File: src/rtl/nvlr_pkg.sv
package nvlr_pkg;
  localparam logic [1:0] FN_MAJ  = 2'b00;
  localparam logic [1:0] FN_AND  = 2'b01;
  localparam logic [1:0] FN_OR   = 2'b10;
  localparam logic [1:0] FN_MAJX = 2'b11;

  typedef enum logic [1:0] {
    ST_OFF   = 2'b00,
    ST_SENSE = 2'b01,
    ST_READY = 2'b10,
    ST_STORE = 2'b11
  } mode_e;
endpackage

File: src/rtl/nvlr_tie_mux.sv
module nvlr_tie_mux
  import nvlr_pkg::*;
#(
  parameter int N_IN = 3
) (
  input  logic [N_IN-1:0] din,
  input  logic [1:0]      fsel,
  output logic [N_IN-1:0] vote
);
  localparam int KEEP = (N_IN + 1) / 2;

  for (genvar i = 0; i < N_IN; i++) begin : g_lane
    if (i < KEEP) begin : g_data
      assign vote[i] = din[i];
    end else begin : g_tied
      assign vote[i] = (fsel == FN_AND) ? 1'b0 :
                       (fsel == FN_OR)  ? 1'b1 : din[i];
    end
  end
endmodule

File: src/rtl/nvlr_maj_vote.sv
module nvlr_maj_vote #(
  parameter int N_IN = 3
) (
  input  logic [N_IN-1:0] vote,
  output logic            result
);
  localparam int THRESH = (N_IN + 1) / 2;
  localparam int CNT_W  = $clog2(N_IN + 1);

  logic [CNT_W-1:0] ones;

  always_comb begin
    ones = '0;
    for (int i = 0; i < N_IN; i++) begin
      ones = ones + CNT_W'(vote[i]);
    end
  end

  assign result = (ones >= CNT_W'(THRESH));
endmodule

File: src/rtl/nvlr_mode_ctrl.sv
module nvlr_mode_ctrl
  import nvlr_pkg::*;
#(
  parameter int WRITE_CYCLES = 2
) (
  input  logic clk,
  input  logic rst,
  input  logic pwr_good,
  input  logic cap_en,
  output logic cap_go,
  output logic commit_go,
  output logic sense_go
);
  localparam int CW = (WRITE_CYCLES > 1) ? $clog2(WRITE_CYCLES) : 1;
  localparam logic [CW-1:0] LAST = CW'(WRITE_CYCLES - 1);

  mode_e         state;
  logic [CW-1:0] cnt;

  assign cap_go    = pwr_good && (state == ST_READY) && cap_en;
  assign commit_go = pwr_good && (state == ST_STORE) && (cnt == LAST);
  assign sense_go  = pwr_good && (state == ST_SENSE);

  always_ff @(posedge clk) begin
    if (rst || !pwr_good) begin
      state <= ST_OFF;
      cnt   <= '0;
    end else begin
      case (state)
        ST_OFF:   state <= ST_SENSE;
        ST_SENSE: state <= ST_READY;
        ST_READY: begin
          if (cap_en) begin
            state <= ST_STORE;
            cnt   <= '0;
          end
        end
        ST_STORE: begin
          if (cnt == LAST) state <= ST_SENSE;
          else             cnt   <= cnt + 1'b1;
        end
        default:  state <= ST_OFF;
      endcase
    end
  end
endmodule

File: src/rtl/nvlr_reg.sv
module nvlr_reg
  import nvlr_pkg::*;
#(
  parameter int N_IN         = 3,
  parameter int WRITE_CYCLES = 2
) (
  input  logic            clk,
  input  logic            rst,
  input  logic            pwr_good,
  input  logic            cap_en,
  input  logic [1:0]      fsel,
  input  logic [N_IN-1:0] din,
  output logic            dout,
  output logic            dout_vld,
  output logic            vuln
);
  logic [N_IN-1:0] vote;
  logic            eval_bit;
  logic            cap_go, commit_go, sense_go;
  logic            stage_q;
  logic            mst_q;

  nvlr_tie_mux #(.N_IN(N_IN)) u_tie (
    .din  (din),
    .fsel (fsel),
    .vote (vote)
  );

  nvlr_maj_vote #(.N_IN(N_IN)) u_vote (
    .vote   (vote),
    .result (eval_bit)
  );

  nvlr_mode_ctrl #(.WRITE_CYCLES(WRITE_CYCLES)) u_ctrl (
    .clk       (clk),
    .rst       (rst),
    .pwr_good  (pwr_good),
    .cap_en    (cap_en),
    .cap_go    (cap_go),
    .commit_go (commit_go),
    .sense_go  (sense_go)
  );

  // Volatile staging of the evaluated bit; inputs are frozen here at capture.
  always_ff @(posedge clk) begin
    if (rst)         stage_q <= 1'b0;
    else if (cap_go) stage_q <= eval_bit;
  end

  // Retained master bit: only reset or a completed write changes it.
  always_ff @(posedge clk) begin
    if (rst)            mst_q <= 1'b0;
    else if (commit_go) mst_q <= stage_q;
  end

  // Volatile output stage and flags.
  always_ff @(posedge clk) begin
    if (rst || !pwr_good) begin
      dout     <= 1'b0;
      dout_vld <= 1'b0;
      vuln     <= 1'b0;
    end else begin
      if (sense_go) begin
        dout     <= mst_q;
        dout_vld <= 1'b1;
        vuln     <= 1'b0;
      end else if (cap_go) begin
        dout_vld <= 1'b0;
        vuln     <= 1'b1;
      end
    end
  end
endmodule

File: config.mk
export PLATFORM = sky130hd
export DESIGN_NAME = nvlr_reg
export DESIGN_NICKNAME = d
export VERILOG_FILES = /design/src/rtl/nvlr_pkg.sv /design/src/rtl/nvlr_tie_mux.sv /design/src/rtl/nvlr_maj_vote.sv /design/src/rtl/nvlr_mode_ctrl.sv /design/src/rtl/nvlr_reg.sv
export SDC_FILE = /design/constraint.sdc
export NUM_CORES = 1
export LEC_CHECK = 0
export BUFFER_PORTS_ARGS = -buffer_cell sky130_fd_sc_hd__buf_2
export CAP_MARGIN = 20
export CORE_AREA = 2 2 39 41
export DETAILED_ROUTE_END_ITERATION = 8
export DIE_AREA = 0 0 41 43
export PLACE_DENSITY_LB_ADDON = 0.2
export SLEW_MARGIN = 20
export SYNTH_ARGS = -nofsm -noshare
export SYNTH_HDL_FRONTEND = slang
export SYNTH_SLANG_ARGS = --single-unit
File: constraint.sdc
create_clock -name clk -period 2.55 [get_ports clk]
set_clock_uncertainty 0.05 [all_clocks]
set_input_delay 0 -clock clk [delete_from_list [all_inputs] [get_ports clk]]
set_output_delay 0 -clock clk [all_outputs]
set_load 0.005 [all_outputs]
==> results of run 1 <==
==> final cells by class <==
cell class              instances  area, sq um
multi-input cells              31          229
fillers                       143          856
inverters                       3         11.3
flip-flops and latches          8          160
clock buffers                   3         22.5
repair buffers                 14         85.1
well taps                      16         20.0
==> critical path: stages (launching register included) <==
cell,delay (ns)
dfxtp_1,0.37
inv_1,0.07
ha_1,0.25
nor2b_1,0.17
or4_1,0.47
o31ai_1,0.08
==> registers in the layout, indices dropped and copies added (netlist names) <==
name / count
u_ctrl.cnt: 1
dout: 1
mst_q: 1
vuln: 1
dout_vld: 1
u_ctrl.state: 2
stage_q: 1
==> stage by stage <==
stage | instances | hold WS [ns] | total power [uW] | utilization (%) | instance area, sq um
global placement | 69 | 0.159 | 159 | 34.4 | 475
detailed placement | 69 | 0.156 | 159 | 34.4 | 475
global route | 75 | 0.0914 | 275 | 38.2 | 528
floorplan | 42 | 0.0224 | 147 | - | 400
CTS | 75 | 0.0669 | 265 | 38.2 | 528
finish | 75 | 0.0769 | 260 | 38.2 | 528
==> kinds of logic (layout without fill, tap and decap cells) <==
family | count (synthesis) | in the layout | synth area share, %
compound gates | 6 | 6 | 10.6
fa+ha+maj | 5 | 5 | 15.0
buf+inv | 3 | 20 | 2.81
flops | 8 | 8 | 40.0
mux | 3 | 3 | 7.50
simple gates | 17 | 17 | 24.1
==> synthesized netlist by cell type <==
library cell,number
dfxtp_1,8
nor2_1,5
ha_1,4
inv_1,3
mux2i_1,3
a21oi_1,2
nand2_1,2
nand2b_1,2
nand3_1,2
nor2b_1,2
a211oi_1,1
a31oi_1,1
and2b_2,1
maj3_1,1
nor2b_4,1
nor3_1,1
o221a_1,1
o31ai_1,1
or4_1,1
==> where the power goes <==
part | internal [uW] | total [uW] | switching, uW
Sequential | 128 | 130 | 2.21
Combinational | 16.2 | 29.6 | 13.5
Clock | 54.0 | 100 | 46.1
Total | 198 | 260 | 61.8
==> path summary, 6_finish.rpt <==
| kind | end | slack, ns | cells after the start |
|---|---|---|---|
| worst min-delay path | dout_vld | 0.08 | 3 |
| worst max register to register | u_ctrl.state[1] | 1.03 | 5 |
| worst min register to register | vuln | 0.42 | 2 |
| worst max-delay path | u_ctrl.state[1] | 1.03 | 5 |
==> per-layer routing <==
| metal | GRT usage (%) | vias up |
|---|---|---|
| li1 | - | 181 |
| met1 | 12.7 | 152 |
| met2 | 17.2 | 9 |
| met3 | 6.28 | 4 |
| met4 | 12.0 | 0 |
| met5 | 0 | - |
==> flow_metrics.env, run 1 <==
export IMPL_status="finished, final reports clean"
export IMPL_fin_crit_sh_pct=59.8
export IMPL_grt_first_pass_wirelength_um=1370
export IMPL_netlist_top_cells_area="dfxtp_1 40%, ha_1 13%, mux2i_1 7.5%, nor2_1 4.7%, nor2b_4 3.4%"
export IMPL_startpoint="u_ctrl.state[0]"
export IMPL_wire_per_inst_um=10.4
export IMPL_worstPathRequired_ns=2.68
export IMPL_highest_signal_layer="met4"
export IMPL_clk_transition_reported_paths_ns=0.06
export IMPL_yosysTopAreaCellShare_pct=40.0
export IMPL_hp_start="pwr_good"
export IMPL_cts_made_buffers=3
export IMPL_syn_nets=55
export IMPL_first_iter_violations=3
export IMPL_syn_inst=42
export IMPL_pre_cts_ws_ns=1.03
export IMPL_cts_hold_buf=3
export IMPL_synth_seq_area_share_pct=40.0
export IMPL_leakage_uw=0.000240
export IMPL_rsz0062_at_grt="no"
export IMPL_routed_wl_um=777
export IMPL_maxCapViolations=0
export IMPL_antenna_left=0
export IMPL_crit_arrival_ns=1.66
export IMPL_yosysWarnings=0
export IMPL_tightestPinTransition_ns=0.183
export IMPL_period_needed_ns=1.52
export IMPL_slew_violations=0
export IMPL_endpoint_kind="register"
export IMPL_synth_cell_type_count=19
export IMPL_dieArea_sq_um=1760
export IMPL_min_path_type="input port to register"
export IMPL_max_clock_path_buffers=2
export IMPL_start_util_pct=28.9
export IMPL_numClockSinks=8
export IMPL_final_cell_mix="11 x buf_2, 8 x dfxtp_1, 5 x nor2_1"
export IMPL_synth_seq_cells=8
export IMPL_io_buffers=11
export IMPL_grt_use_total_pct=12.5
export IMPL_slew_limit_headroom_pct=87.7
export IMPL_gp_congestion=0.736
export IMPL_overflow=0
export IMPL_num_io_pins=12
export IMPL_setup_tns_final_ns=0
export IMPL_final_common_cell="buf_2"
export IMPL_insertion_delay_ns=0.27
export IMPL_cts_setup_buffers=0
export IMPL_setup_viol=0
export IMPL_hold_violations=0
export IMPL_grt_pass1_vias=344
export IMPL_fp_dieH_um=43
export IMPL_fin_nets=74
export IMPL_crit_path_start_kind="register"
export IMPL_syn_avg_cell_area_sq_um=9.53
export IMPL_num_vias=346
export IMPL_synth_area_sq_um=400
export IMPL_rows=14
export IMPL_diodes=0
export IMPL_coreArea_sq_um=1380
export IMPL_critical_path_peak_fanout=5
export IMPL_viasPerCell=4.61
export IMPL_setup_ws_ns=1.03
export IMPL_drc=0
export IMPL_fmax_mhz=656
export IMPL_yosys_area_top_type="dfxtp_1"
export IMPL_met3_wirelength_um=45
export IMPL_vdd_drop_max_mv=0.223
export IMPL_die_x_um=41
export IMPL_dr_pass1_iters=3
export IMPL_wl_met1_um=329
export IMPL_antenna_found_initial=0
export IMPL_met2_length_um=366
export IMPL_grt_max_degree=6
export IMPL_power_density_nw_per_um2=492
export IMPL_criticalPathCategory="register to register"
export IMPL_htree_levels=1
export IMPL_place_hpwl_um=600
export IMPL_synthToLayoutAreaGrowth_pct=31.9
export IMPL_drive_above_1_share_pct=27.1
export IMPL_rr_startpoint="u_ctrl.state[0]"
export IMPL_post_cts_resized=0
export IMPL_cts_tree="yes"
export IMPL_cts_root_buf="clkbuf_4"
(Power assumes the default switching activity.)
==> inputs of run 2 (changes only) <==
==> constraint.sdc (replaced) <==
create_clock -name clk -period 1.3 [get_ports clk]
set_clock_uncertainty 0.05 [all_clocks]
set_input_delay 0 -clock clk [delete_from_list [all_inputs] [get_ports clk]]
set_output_delay 0 -clock clk [all_outputs]
set_load 0.005 [all_outputs]
==> run 2 against run 1 <==
Net effect:
- the flow now finishes with violations (negative setup slack)
- via count up 5.5%
- worst setup slack worse by 1.1 ns
- sequential power up 98%
- die area unchanged
- register-to-register slack worse by 1.1 ns
- global-route usage down 0.10 points
- count of clock-buffer cells in the layout unchanged
- routed wire length up 3.9%
- first-iteration DRC count down 100%
- total power up 100%
- cell area up 11%
- critical path type unchanged
- critical endpoint unchanged
- highest routed layer unchanged
==> flow_metrics.env, run 2 (synthesis results as in run 1) <==
export IMPL_status="finished with violations"
export IMPL_violations="negative setup slack"
export IMPL_grt_use_total_pct=12.4
export IMPL_grt_pass1_vias=363
export IMPL_power_density_nw_per_um2=892
export IMPL_num_io_pins=12
export IMPL_setup_ws_ns=-0.0448
export IMPL_dr_pass1_iters=1
export IMPL_p_switching_uw=127
export IMPL_drc=0
export IMPL_io_buffers=11
export IMPL_cts_setup_buffers=0
export IMPL_final_instance_count_excl_fill=78
export IMPL_fp_dieH_um=43
export IMPL_clkPwrFrac_pct=37.8
export IMPL_dp_cells=73
export IMPL_final_cell_mix="11 x buf_2, 6 x dfxtp_1, 5 x nor2_1"
export IMPL_endpoint="u_ctrl.state[1]"
export IMPL_grt_first_pass_wirelength_um=1410
export IMPL_num_vias=365
export IMPL_diodes=0
export IMPL_finalPower_uw=522
export IMPL_drive_above_1_share_pct=41.9
export IMPL_slew_violations=0
export IMPL_crit_chain="ha_4 > nor2b_4 > or4_1 > o31ai_1"
export IMPL_dieArea_sq_um=1760
export IMPL_fmax_mhz=744
export IMPL_setup_viol=1
export IMPL_place_hpwl_um=621
export IMPL_combPwrFrac_pct=13.1
export IMPL_slowest_delay_ns=0.51
export IMPL_die_x_um=41
export IMPL_maxCapViolations=0
export IMPL_criticalPathCategory="register to register"
export IMPL_vdd_drop_max_mv=0.457
export IMPL_cp_slowest_cell="or4_1"
export IMPL_worstHoldPathCells=3
export IMPL_stdcell_area_sq_um=586
export IMPL_overflow=0
export IMPL_clk_transition_reported_paths_ns=0.06
export IMPL_swShare_pct=24.4
export IMPL_period_needed_ns=1.34
export IMPL_gp_congestion=0.728
export IMPL_viasPerCell=4.68
export IMPL_start_util_pct=28.9
export IMPL_holdWs_ns=0.0308
export IMPL_pwr_share_seq_pct=49.2
export IMPL_coreArea_sq_um=1380
export IMPL_r2r_slack_ns=-0.04
export IMPL_max_clock_path_buffers=2
export IMPL_rr_worst_depth=4
export IMPL_tightestPinTransition_ns=0.182
export IMPL_crit_arrival_ns=1.47
export IMPL_startpoint="u_ctrl.state[1]"
export IMPL_rr_startpoint="u_ctrl.state[1]"
export IMPL_first_iter_violations=0
export IMPL_wire_per_inst_um=10.3
export IMPL_regArea_sq_um=165
export IMPL_antenna_left=0
export IMPL_slew_limit_headroom_pct=87.8
export IMPL_insertion_delay_ns=0.26
export IMPL_leakage_uw=0.000257
export IMPL_regMostFlops="u_ctrl.state"
export IMPL_largest_reg_flops=2
export IMPL_min_path_type="input port to register"
export IMPL_final_common_cell="buf_2"
export IMPL_routed_wl_um=807
export IMPL_rows=14
export IMPL_utilization_pct=42.3
export IMPL_r2r_end="u_ctrl.state[1]"
export IMPL_crit_path_start_kind="register"
export IMPL_numClockSinks=8
export IMPL_cts_root_buf="clkbuf_4"
export IMPL_htree_levels=1
export IMPL_fin_crit_sh_pct=103
export IMPL_cts_made_buffers=3
export IMPL_fin_nets=77
export IMPL_cts_tree="yes"
export IMPL_rsz0062_at_grt="yes"
export IMPL_p_int_uw=395
export IMPL_synthToLayoutAreaGrowth_pct=46.3
export IMPL_worstPathRequired_ns=1.43
export IMPL_final_fill_count=145
export IMPL_critical_path_peak_fanout=3
export IMPL_multi_input_area_sq_um=262
export IMPL_grt_max_degree=6
export IMPL_hold_violations=0
export IMPL_placed_cell_area_sq_um=517
export IMPL_antenna_found_initial=0
export IMPL_endpoint_kind="register"
==> run 2: layer usage <==
metal	share of wire (%)	vias up	track usage (%)
li1	-	188	-
met1	41	165	13.4
met2	51	9	19.1
met3	4.8	3	4.71
met4	3.0	0	8.00
met5	0	-	0
==> run 2: worst min path at each step <==
stage	startpoint	to	slack (ns)
3_5_place_dp	rst	mst_q	0.16
5_1_grt	cap_en	vuln	0.06
4_1_cts	cap_en	vuln	0.03
6_report	cap_en	vuln	0.03
3_3_place_gp	rst	mst_q	0.16
2_1_floorplan	rst	mst_q	0.02
==> run 2: repair_timing <==
item / 4_1_cts / 5_1_grt
setup endpoints to repair: 2 / 2
pin swaps: 1 / 1
endpoints found under the hold margin: 2 / 0
resized for setup: 6 / 0
hold buffers: 2 / 0
==> run 2: critical path, delay by kind of cell, from the launching register on <==
family | cells | cell delay, ns
AOI/OAI and AO/OA | 1 | 0.07
adders and majority gates | 1 | 0.16
DFF | 1 | 0.35
and+or+nand+nor | 2 | 0.63
==> run 2: final cells by class <==
type                            count  area share (%)
Inverter                            3            1.92
Sequential cell                     8            28.2
Tap cell                           16            3.42
Clock buffer                        3            3.85
Timing Repair Buffer               17            17.9
Multi-Input combinational cell     31            44.7
==> run 2: through the flow <==
| stage | setup slack, ns | setup TNS [ns] |
|---|---|---|
| finish | -0.0448 | -0.0448 |
| floorplan | -0.0381 | -0.0381 |
| CTS | -0.0529 | -0.0624 |
| detailed placement | -0.0597 | -0.0605 |
| global placement | -0.0207 | -0.0207 |
| global route | -0.0994 | -0.193 |
==> run 2: power groups by stage <==
stage,sequential [uW],clock [uW],combinational (uW)
after floorplan,260,0,29.8
after global placement,260,0,60.2
after detailed placement,260,0,61.5
after CTS,257,202,69.4
after global routing,257,214,78.1
final,257,197,68.4
==> inputs of run 3 (changes only) <==
--- a/config.mk
+++ b/config.mk
@@ -5,12 +5,12 @@
 export SDC_FILE = /design/constraint.sdc
 export NUM_CORES = 1
 export LEC_CHECK = 0
-export BUFFER_PORTS_ARGS = -buffer_cell sky130_fd_sc_hd__buf_2
 export CAP_MARGIN = 20
 export CORE_AREA = 2 2 39 41
 export DETAILED_ROUTE_END_ITERATION = 8
 export DIE_AREA = 0 0 41 43
-export PLACE_DENSITY_LB_ADDON = 0.2
+export DONT_BUFFER_PORTS = 1
+export PLACE_DENSITY_LB_ADDON = 0.12
 export SLEW_MARGIN = 20
 export SYNTH_ARGS = -nofsm -noshare
 export SYNTH_HDL_FRONTEND = slang
==> run 3 against run 2 <==
Net effect:
- the run still ends with negative setup slack left
- global-route usage up 0.39 points
- critical path depth unchanged
- fmax down 0.20%
- first-iteration DRC count up 2
- worst setup slack worse by 0.0028 ns
- cell area down 4.9%
- routed wire length up 6.7%
==> flow_metrics.env, run 3 (synthesis results as in run 1) <==
export IMPL_grt_max_degree=5
export IMPL_worstPathRequired_ns=1.42
export IMPL_worstHoldPathCells=3
export IMPL_clk_transition_reported_paths_ns=0.05
export IMPL_io_buffers=0
export IMPL_setup_ws_ns=-0.0476
export IMPL_final_common_cell="dfxtp_1"
export IMPL_routed_wl_um=861
export IMPL_gp_congestion=0.731
export IMPL_place_hpwl_um=632
export IMPL_r2r_slack_ns=-0.05
export IMPL_r2r_end="u_ctrl.state[1]"
export IMPL_multi_input_area_sq_um=246
export IMPL_regMostFlops="u_ctrl.state"
export IMPL_overflow=0
export IMPL_start_util_pct=28.9
export IMPL_tightestPinTransition_ns=0.211
export IMPL_vdd_drop_max_mv=0.401
export IMPL_grt_pass1_vias=339
export IMPL_criticalPathCategory="register to register"
export IMPL_insertion_delay_ns=0.25
export IMPL_drc=0
export IMPL_first_iter_violations=2
export IMPL_pre_cts_ws_ns=-0.0478
export IMPL_critical_path_peak_fanout=3
export IMPL_maxCapViolations=0
export IMPL_endpoint_kind="register"
export IMPL_final_cell_mix="7 x dfxtp_1, 6 x buf_4, 5 x nor2_1, 5 x dlygate4sd3_1"
export IMPL_htree_levels=1
export IMPL_dr_pass1_iters=3
export IMPL_wire_per_inst_um=12.0
export IMPL_crit_path_start_kind="register"
export IMPL_holdWs_ns=0.00280
export IMPL_stdcell_area_sq_um=557
export IMPL_fin_nets=71
export IMPL_period_needed_ns=1.35
export IMPL_rsz0062_at_grt="yes"
export IMPL_numClockSinks=8
export IMPL_cts_made_buffers=3
export IMPL_die_x_um=41
export IMPL_grt_first_pass_wirelength_um=1450
export IMPL_fp_dieH_um=43
export IMPL_largest_reg_flops=2
export IMPL_synthToLayoutAreaGrowth_pct=39.1
export IMPL_hold_violations=0
export IMPL_rr_worst_depth=4
export IMPL_fmax_mhz=742
export IMPL_power_density_nw_per_um2=912
export IMPL_dieArea_sq_um=1760
export IMPL_viasPerCell=4.79
export IMPL_min_path_type="input port to register"
export IMPL_cp_slowest_cell="or4_1"
export IMPL_hp_start="cap_en"
export IMPL_leakage_uw=0.000229
export IMPL_slew_limit_headroom_pct=85.9
export IMPL_placed_cell_area_sq_um=462
export IMPL_num_vias=345
export IMPL_rows=14
export IMPL_violations="negative setup slack"
export IMPL_path_buf_inv=0
export IMPL_diodes=0
export IMPL_num_io_pins=12
export IMPL_setup_viol=3
export IMPL_slowest_delay_ns=0.51
export IMPL_coreArea_sq_um=1380
export IMPL_crit_arrival_ns=1.46
export IMPL_crit_chain="ha_2 > nor2b_4 > or4_1 > o31ai_1"
export IMPL_min_to="stage_q"
export IMPL_fin_crit_sh_pct=104
export IMPL_antenna_left=0
export IMPL_rr_startpoint="u_ctrl.state[0]"
export IMPL_max_clock_path_buffers=2
export IMPL_regArea_sq_um=161
export IMPL_cts_root_buf="clkbuf_4"
export IMPL_final_fill_count=139
export IMPL_cts_tree="yes"
export IMPL_status="finished with violations"
export IMPL_critPathTopFamily="simple AND/OR/NAND/NOR gates"
export IMPL_drive_above_1_share_pct=30.4
export IMPL_antenna_found_initial=0
export IMPL_grt_use_total_pct=12.8
export IMPL_slew_violations=0
==> run 3: cell types whose count changed in the layout (fill, tap and decap cells not counted) <==
cell	change
buf_2	-11
dlygate4sd3_1	+3
buf_4	+2
ha_2	+2
ha_4	-2
a211oi_1	-1
a211oi_2	+1
dfxtp_1	+1
dfxtp_4	-1
==> run 3: worst max-delay path by stage <==
stage                     from               to  slack [ns]  cells past startpoint
2_1_floorplan  u_ctrl.state[0]  u_ctrl.state[1]       -0.04                      5
6_report       u_ctrl.state[0]  u_ctrl.state[1]       -0.05                      4
3_5_place_dp   u_ctrl.state[0]  u_ctrl.state[1]       -0.05                      4
4_1_cts        u_ctrl.state[0]  u_ctrl.state[1]       -0.05                      4
5_1_grt        u_ctrl.state[1]  u_ctrl.state[1]       -0.10                      4
3_3_place_gp   u_ctrl.state[0]  u_ctrl.state[1]       -0.02                      4
==> run 3: final cells by class <==
type,count,area share (%)
clock buffers,3,4.04
inverters,3,2.02
multi-input cells,31,44.3
flip-flops and latches,8,29.0
well taps,16,3.60
repair buffers,11,17.1
==> run 3: timing repair <==
| item | CTS | global route |
|---|---|---|
| endpoints found under the setup margin | 2 | 6 |
| hold buffers | 3 | 2 |
| gates resized for setup | 2 | 1 |
| pin swaps | 1 | 1 |
| gates cloned | 0 | 0 |
| buffers inserted | 2 | 0 |
| hold endpoints to repair | 7 | 3 |
==> run 3: routing by layer <==
layer  vias to the layer above  GRT usage [%]  part of all wire (%)
li1                        176              -                     -
met1                       158           15.0                    39
met2                         7           18.8                    55
met3                         4           4.71                   4.4
met4                         0           8.00                   1.4
met5                         -              0                     0
==> run 3: worst register-to-register path, delay by kind of cell (launching register included) <==
| kind | cells | cell delay (ns) |
|---|---|---|
| flops | 1 | 0.33 |
| fa+ha+maj | 1 | 0.18 |
| compound gates | 1 | 0.07 |
| simple gates | 2 | 0.63 |
==> run 3: per-stage QoR <==
stage,power [uW],instances,utilization (%),setup TNS [ns]
2_1_floorplan,290,42,-,-0.0381
3_3_place_gp,301,62,33.4,-0.0151
3_5_place_dp,303,62,33.4,-0.0478
4_1_cts,507,70,38.4,-0.0509
5_1_grt,534,72,40.2,-0.399
6_report,508,72,40.2,-0.103
==> run 3: power by group <==
group          switching [uW]  internal, uW
registers                4.82           251
logic                    26.9          35.5
clock network            83.5           106
total                     115           393
